<file path="config.mk">
export PLATFORM = sky130hd
export DESIGN_NAME = tourn_pred
export DESIGN_NICKNAME = d
export VERILOG_FILES = /design/src/rtl/tourn_pred_pkg.sv /design/src/rtl/tourn_pred_ctr_table.sv /design/src/rtl/tourn_pred_ctrl.sv /design/src/rtl/tourn_pred_dp.sv /design/src/rtl/tourn_pred.sv
export SDC_FILE = /design/constraint.sdc
export NUM_CORES = 1
export LEC_CHECK = 0
export BUFFER_PORTS_ARGS = -buffer_cell sky130_fd_sc_hd__buf_2
export CORE_ASPECT_RATIO = 0.8
export CORE_UTILIZATION = 64
export DETAILED_ROUTE_END_ITERATION = 8
export PLACE_DENSITY = 0.85
export RECOVER_POWER = 50
export SETUP_SLACK_MARGIN = 0.15
export SLEW_MARGIN = 30
export SYNTH_ARGS = -nofsm -noshare
export SYNTH_HDL_FRONTEND = slang
export SYNTH_SLANG_ARGS = --single-unit
export TNS_END_PERCENT = 20
</file>
<file path="constraint.sdc">
create_clock -name clk -period 9.2 [get_ports clk]
set_input_delay 2.3 -clock clk [delete_from_list [all_inputs] [get_ports clk]]
set_output_delay 2.3 -clock clk [all_outputs]
set_load 0.005 [all_outputs]
</file>
<file path="src/rtl/tourn_pred_pkg.sv">
package tourn_pred_pkg;

  typedef logic [1:0] ctr2_t;

  localparam ctr2_t CTR_WEAK_LO = 2'b01;

  // strobes from control to datapath
  typedef struct packed {
    logic train;       // train both direction tables
    logic dirTaken;    // resolved direction
    logic chooseUp;    // move chooser toward global
    logic chooseDown;  // move chooser toward local
    logic shift;       // shift outcome into histories
  } strobe_t;

  function automatic ctr2_t satStep(ctr2_t c, logic up);
    if (up) return (c == 2'b11) ? c : c + 2'd1;
    else    return (c == 2'b00) ? c : c - 2'd1;
  endfunction

endpackage

</file>
<file path="src/rtl/tourn_pred_ctr_table.sv">
module tourn_pred_ctr_table
  import tourn_pred_pkg::*;
#(
  parameter int    IDX_W = 3,
  parameter ctr2_t INIT  = CTR_WEAK_LO
) (
  input  logic             clk,
  input  logic             rstN,
  input  logic [IDX_W-1:0] rdIdx,
  output ctr2_t            rdVal,
  input  logic             wrEn,
  input  logic [IDX_W-1:0] wrIdx,
  input  logic             wrUp,
  output ctr2_t            wrOld
);
  localparam int N = 1 << IDX_W;

  ctr2_t ctr [N];

  assign rdVal = ctr[rdIdx];
  assign wrOld = ctr[wrIdx];

  always_ff @(posedge clk or negedge rstN) begin
    if (!rstN) begin
      for (int i = 0; i < N; i++) ctr[i] <= INIT;
    end else if (wrEn) begin
      ctr[wrIdx] <= satStep(ctr[wrIdx], wrUp);
    end
  end
endmodule

</file>
<file path="src/rtl/tourn_pred_ctrl.sv">
module tourn_pred_ctrl
  import tourn_pred_pkg::*;
(
  input  logic    resolveValid,
  input  logic    resolveTaken,
  input  logic    localRes,
  input  logic    globalRes,
  output strobe_t strobes
);
  always_comb begin
    strobes          = '0;
    strobes.train    = resolveValid;
    strobes.shift    = resolveValid;
    strobes.dirTaken = resolveTaken;
    if (resolveValid && (localRes != globalRes)) begin
      strobes.chooseUp   = (globalRes == resolveTaken);
      strobes.chooseDown = (localRes == resolveTaken);
    end
  end
endmodule

</file>
<file path="src/rtl/tourn_pred_dp.sv">
module tourn_pred_dp
  import tourn_pred_pkg::*;
#(
  parameter int PC_W     = 3,
  parameter int LSEL_W   = 2,
  parameter int LHIST_W  = 3,
  parameter int GHIST_W  = 3,
  parameter int CHOOSE_W = 3
) (
  input  logic            clk,
  input  logic            rstN,
  input  logic [PC_W-1:0] lookupPc,
  input  logic [PC_W-1:0] resolvePc,
  input  strobe_t         strobes,
  output logic            predTaken,
  output logic            useGlobal,
  output logic            localRes,
  output logic            globalRes
);
  localparam int LSEL_N = 1 << LSEL_W;

  logic [LHIST_W-1:0] lHist [LSEL_N];
  logic [GHIST_W-1:0] gHist;

  logic [LSEL_W-1:0]   lkSel, rsSel;
  logic [LHIST_W-1:0]  lkLIdx, rsLIdx;
  logic [GHIST_W-1:0]  lkGIdx, rsGIdx;
  logic [CHOOSE_W-1:0] lkCIdx, rsCIdx;
  ctr2_t lkLocal, lkGlobal, lkChoose;
  ctr2_t rsLocal, rsGlobal, unusedChooseOld;

  // index formation, lookup and resolve sides
  assign lkSel  = lookupPc[LSEL_W-1:0];
  assign rsSel  = resolvePc[LSEL_W-1:0];
  assign lkLIdx = lHist[lkSel] ^ lookupPc[LHIST_W-1:0];
  assign rsLIdx = lHist[rsSel] ^ resolvePc[LHIST_W-1:0];
  assign lkGIdx = gHist ^ lookupPc[GHIST_W-1:0];
  assign rsGIdx = gHist ^ resolvePc[GHIST_W-1:0];
  assign lkCIdx = lookupPc[CHOOSE_W-1:0];
  assign rsCIdx = resolvePc[CHOOSE_W-1:0];

  // per-slot local histories
  for (genvar h = 0; h < LSEL_N; h++) begin : g_lhist
    always_ff @(posedge clk or negedge rstN) begin
      if (!rstN) lHist[h] <= '0;
      else if (strobes.shift && (rsSel == LSEL_W'(h)))
        lHist[h] <= {lHist[h][LHIST_W-2:0], strobes.dirTaken};
    end
  end

  always_ff @(posedge clk or negedge rstN) begin
    if (!rstN) gHist <= '0;
    else if (strobes.shift) gHist <= {gHist[GHIST_W-2:0], strobes.dirTaken};
  end

  tourn_pred_ctr_table #(.IDX_W(LHIST_W), .INIT(CTR_WEAK_LO)) u_local (
    .clk(clk), .rstN(rstN), .rdIdx(lkLIdx), .rdVal(lkLocal),
    .wrEn(strobes.train), .wrIdx(rsLIdx), .wrUp(strobes.dirTaken), .wrOld(rsLocal)
  );

  tourn_pred_ctr_table #(.IDX_W(GHIST_W), .INIT(CTR_WEAK_LO)) u_global (
    .clk(clk), .rstN(rstN), .rdIdx(lkGIdx), .rdVal(lkGlobal),
    .wrEn(strobes.train), .wrIdx(rsGIdx), .wrUp(strobes.dirTaken), .wrOld(rsGlobal)
  );

  tourn_pred_ctr_table #(.IDX_W(CHOOSE_W), .INIT(CTR_WEAK_LO)) u_choose (
    .clk(clk), .rstN(rstN), .rdIdx(lkCIdx), .rdVal(lkChoose),
    .wrEn(strobes.chooseUp | strobes.chooseDown), .wrIdx(rsCIdx),
    .wrUp(strobes.chooseUp), .wrOld(unusedChooseOld)
  );

  assign useGlobal = lkChoose[1];
  assign predTaken = useGlobal ? lkGlobal[1] : lkLocal[1];
  assign localRes  = rsLocal[1];
  assign globalRes = rsGlobal[1];
endmodule

</file>
<file path="src/rtl/tourn_pred.sv">
module tourn_pred
  import tourn_pred_pkg::*;
#(
  parameter int PC_W     = 3,
  parameter int LSEL_W   = 2,
  parameter int LHIST_W  = 3,
  parameter int GHIST_W  = 3,
  parameter int CHOOSE_W = 3
) (
  input  logic            clk,
  input  logic            rstN,
  input  logic [PC_W-1:0] lookupPc,
  output logic            predTaken,
  output logic            useGlobal,
  input  logic            resolveValid,
  input  logic [PC_W-1:0] resolvePc,
  input  logic            resolveTaken
);
  strobe_t strobes;
  logic    localRes;
  logic    globalRes;

  tourn_pred_ctrl u_ctrl (
    .resolveValid(resolveValid), .resolveTaken(resolveTaken),
    .localRes(localRes), .globalRes(globalRes), .strobes(strobes)
  );

  tourn_pred_dp #(
    .PC_W(PC_W), .LSEL_W(LSEL_W), .LHIST_W(LHIST_W),
    .GHIST_W(GHIST_W), .CHOOSE_W(CHOOSE_W)
  ) u_dp (
    .clk(clk), .rstN(rstN), .lookupPc(lookupPc), .resolvePc(resolvePc),
    .strobes(strobes), .predTaken(predTaken), .useGlobal(useGlobal),
    .localRes(localRes), .globalRes(globalRes)
  );
endmodule

</file>
==> impl_metrics.yaml <==
setup_path:
  crit_chain: "buf_2, mux4_2, mux4_2, mux2_2, nor2_1, a21oi_1, buf_2"
  crit_required_ns: 6.90
  critPathCaptureType: "output port"
  crit_type: "input port to output port"
  critPathLaunchType: "input port"
  cp_slowest_stage_delay_ns: 0.58
  cp_max_fo: 6
  cp.arrival_ns: 4.15
  slowest_stage: "mux4_2"
finish:
  drive_gt1_share_pct: 36.0
  final_common_cell: "mux2_2"
  fin_util_pct: 71.6
  layout_common_cells: "45 x mux2_2, 39 x dfrtp_1, 26 x nand2_1"
  syn_to_final_growth_pct: 7.67
  antennaDiodeCount: 0
  fill_cells: 413
  fin_nets: 355
placement:
  hpwl_um: 6310
  gp_congestion: 0.929
  portBuffers: 11
min_path:
  min_path_type: "flip-flop to flip-flop"
synth:
  synth_top_cell_by_area: "dfrtp_1"
  synth_cells: 338
  ys_seq_elements: 63
  ys_seq_area_share_pct: 40.8
  syn_area_um2: 3930
  yosysWarnings: 0
  syn_nets: 348
  synth_top_area_share_pct: 24.8
  synth_cell_types: 45
  ys.flop_type: "dfrtp_1"
  synth_edf_count: 0
  syn_area_per_cell_um2: 11.6
  async_reset_ff_share_pct: 100
  synth_area_leaders: "dfrtp_1 25%, dfstp_2 16%, mux2_2 13%, mux4_2 11%, mux2i_1 4.1%"
sta:
  fmax_mhz: 155
  fin_tns_setup_ns: 0
  tightest_slew_ns: 3.30
  fin_crit_ns: 6.45
  setup_viol: 0
  hold_viol_final: 0
  slew_viol_final: 64
  rsz0062_at_grt: "no"
  slew_headroom_pct: -120
  finalCritPeriodShare_pct: 70.1
  skew_ns: 0.00954
global_route:
  overflow: 0
  grt_usage_pct: 31.3
  first_global_vias: 2751
  antenna_found_initial: 0
  grt_pass1_wl_um: 14600
  grt_max_degree: 64
cts:
  clkTransAtPathRegs_ns: 0.06
  cts.path.max_buffers: 2
  clkSinkCount: 63
  cts_hold_buf: 0
  cts_tree: "built"
  root_buffer: "clkbuf_8"
  cts_inserted_buffers: 9
  cts_max_level: 3
  clkLatencyLatePin_ns: 0.35
  ctsResizeCount: 0
  cts_setup_buffers: 0
routing:
  dr_total_vias: 2846
  drc: 0
  drt.antenna.violating_nets: 0
  drt_pre_antenna_iters: 5
  drt_iter0_drc: 427
  viasPerCell: 6.60
  wl_per_cell_um: 20.6
  drt_wl_total_um: 8870
run_status:
  status: "finished with violations"
  violations: "max-capacitance violations, max-slew violations"
die:
  coreArea_um2: 5910
  initial_core_util_pct: 66.5
  num_io_pins: 12
  die_x_um: 89.7
  die-area_um2: 6470
  die_h_um: 72.1
  rows: 25
run:
  max-cap-violations: 1
power_and_ir_drop:
  power_density_nw_per_um2: 316
  cellLeakagePower_nw: 1.74
  peakVddDrop_uv: 210
  total_power_w: 0.00134
==> layout make-up <==
type	instances	area (um^2)	area share, %
well taps	81	101	2.39
inverters	26	98.8	2.33
clock buffers	13	159	3.75
clock inverters	3	65.1	1.54
repair buffers	12	57.6	1.36
multi-input cells	233	2150	50.7
flip-flops and latches	63	1610	37.9
==> Yosys cell counts (all sizes together) (5+ instances only) <==
cell     count
mux2        46
dfrtp       39
nand2       26
inv         25
dfstp       24
mux4        20
mux2i       18
a22oi       16
nand3       14
a211oi      11
nor2b       10
o21ai       10
nor2         9
buf          8
clkbuf       8
a21oi        7
xor2         7
a2111oi      6
a21o         5
maj3         5
==> path summary, 6_finish.rpt <==
check	startpoint	endpoint	slack (ns)	cells past startpoint
worst max-delay path	lookupPc[0]	predTaken	2.75	7
worst min-delay path	u_dp.u_choose.ctr[10]	u_dp.u_choose.ctr[10]	0.49	2
worst max register to register	u_dp.gHist[0]	u_dp.u_choose.ctr[12]	6.20	7
worst min register to register	u_dp.u_choose.ctr[10]	u_dp.u_choose.ctr[10]	0.49	2
max in group asynchronous	rstN	u_dp.u_global.ctr[9]	4.18	2
min in group asynchronous	rstN	u_dp.lHist[0]	3.16	2
==> worst max-delay path, delay by kind of cell <==
family / cells / cell delay [ns]
AOI/OAI and AO/OA: 1 / 0.07
muxes: 3 / 1.30
buffers and inverters: 2 / 0.36
and+or+nand+nor: 1 / 0.11
==> through the flow <==
step	setup slack [ns]	instances	area, um^2	hold slack [ns]
6_report	2.75	431	4240	0.489
5_1_grt	2.68	431	4240	0.500
4_1_cts	2.76	431	4240	0.487
3_5_place_dp	2.76	415	4020	0.477
3_3_place_gp	2.85	415	4020	0.473
2_1_floorplan	2.88	338	3930	0.461
==> logic make-up after synthesis <==
group	Yosys count	share of synthesized area, %
flip-flops	63	40.8
AND/OR/NAND/NOR	74	9.35
buffers and inverters	42	4.58
AO/OA/AOI/OAI	60	10.9
XOR/XNOR	10	3.28
multiplexers	84	29.7
adder cells (fa/ha/maj)	5	1.34
==> state kept, by name, indices dropped and copies added (netlist names) <==
signal and cells:
u_dp.gHist 3, u_dp.lHist 12, u_dp.u_choose.ctr 16, u_dp.u_global.ctr 16
u_dp.u_local.ctr 16
==> metal layers <==
layer	vias to the layer above	part of all wire, %	track usage (%)	wire length [um]
li1	1272	-	-	-
met1	1376	43	44.5	3840
met2	180	45	45.1	3990
met3	18	9.9	10.8	875
met4	0	1.8	10.8	161
met5	-	0	0	0
==> power breakdown <==
part | internal (W) | switching (W)
clock network | 0.000167 | 0.000103
registers | 0.000430 | 0.0000901
logic | 0.000256 | 0.000292
total | 0.000853 | 0.000485
Note: power is estimated with default switching activity, not from simulation.
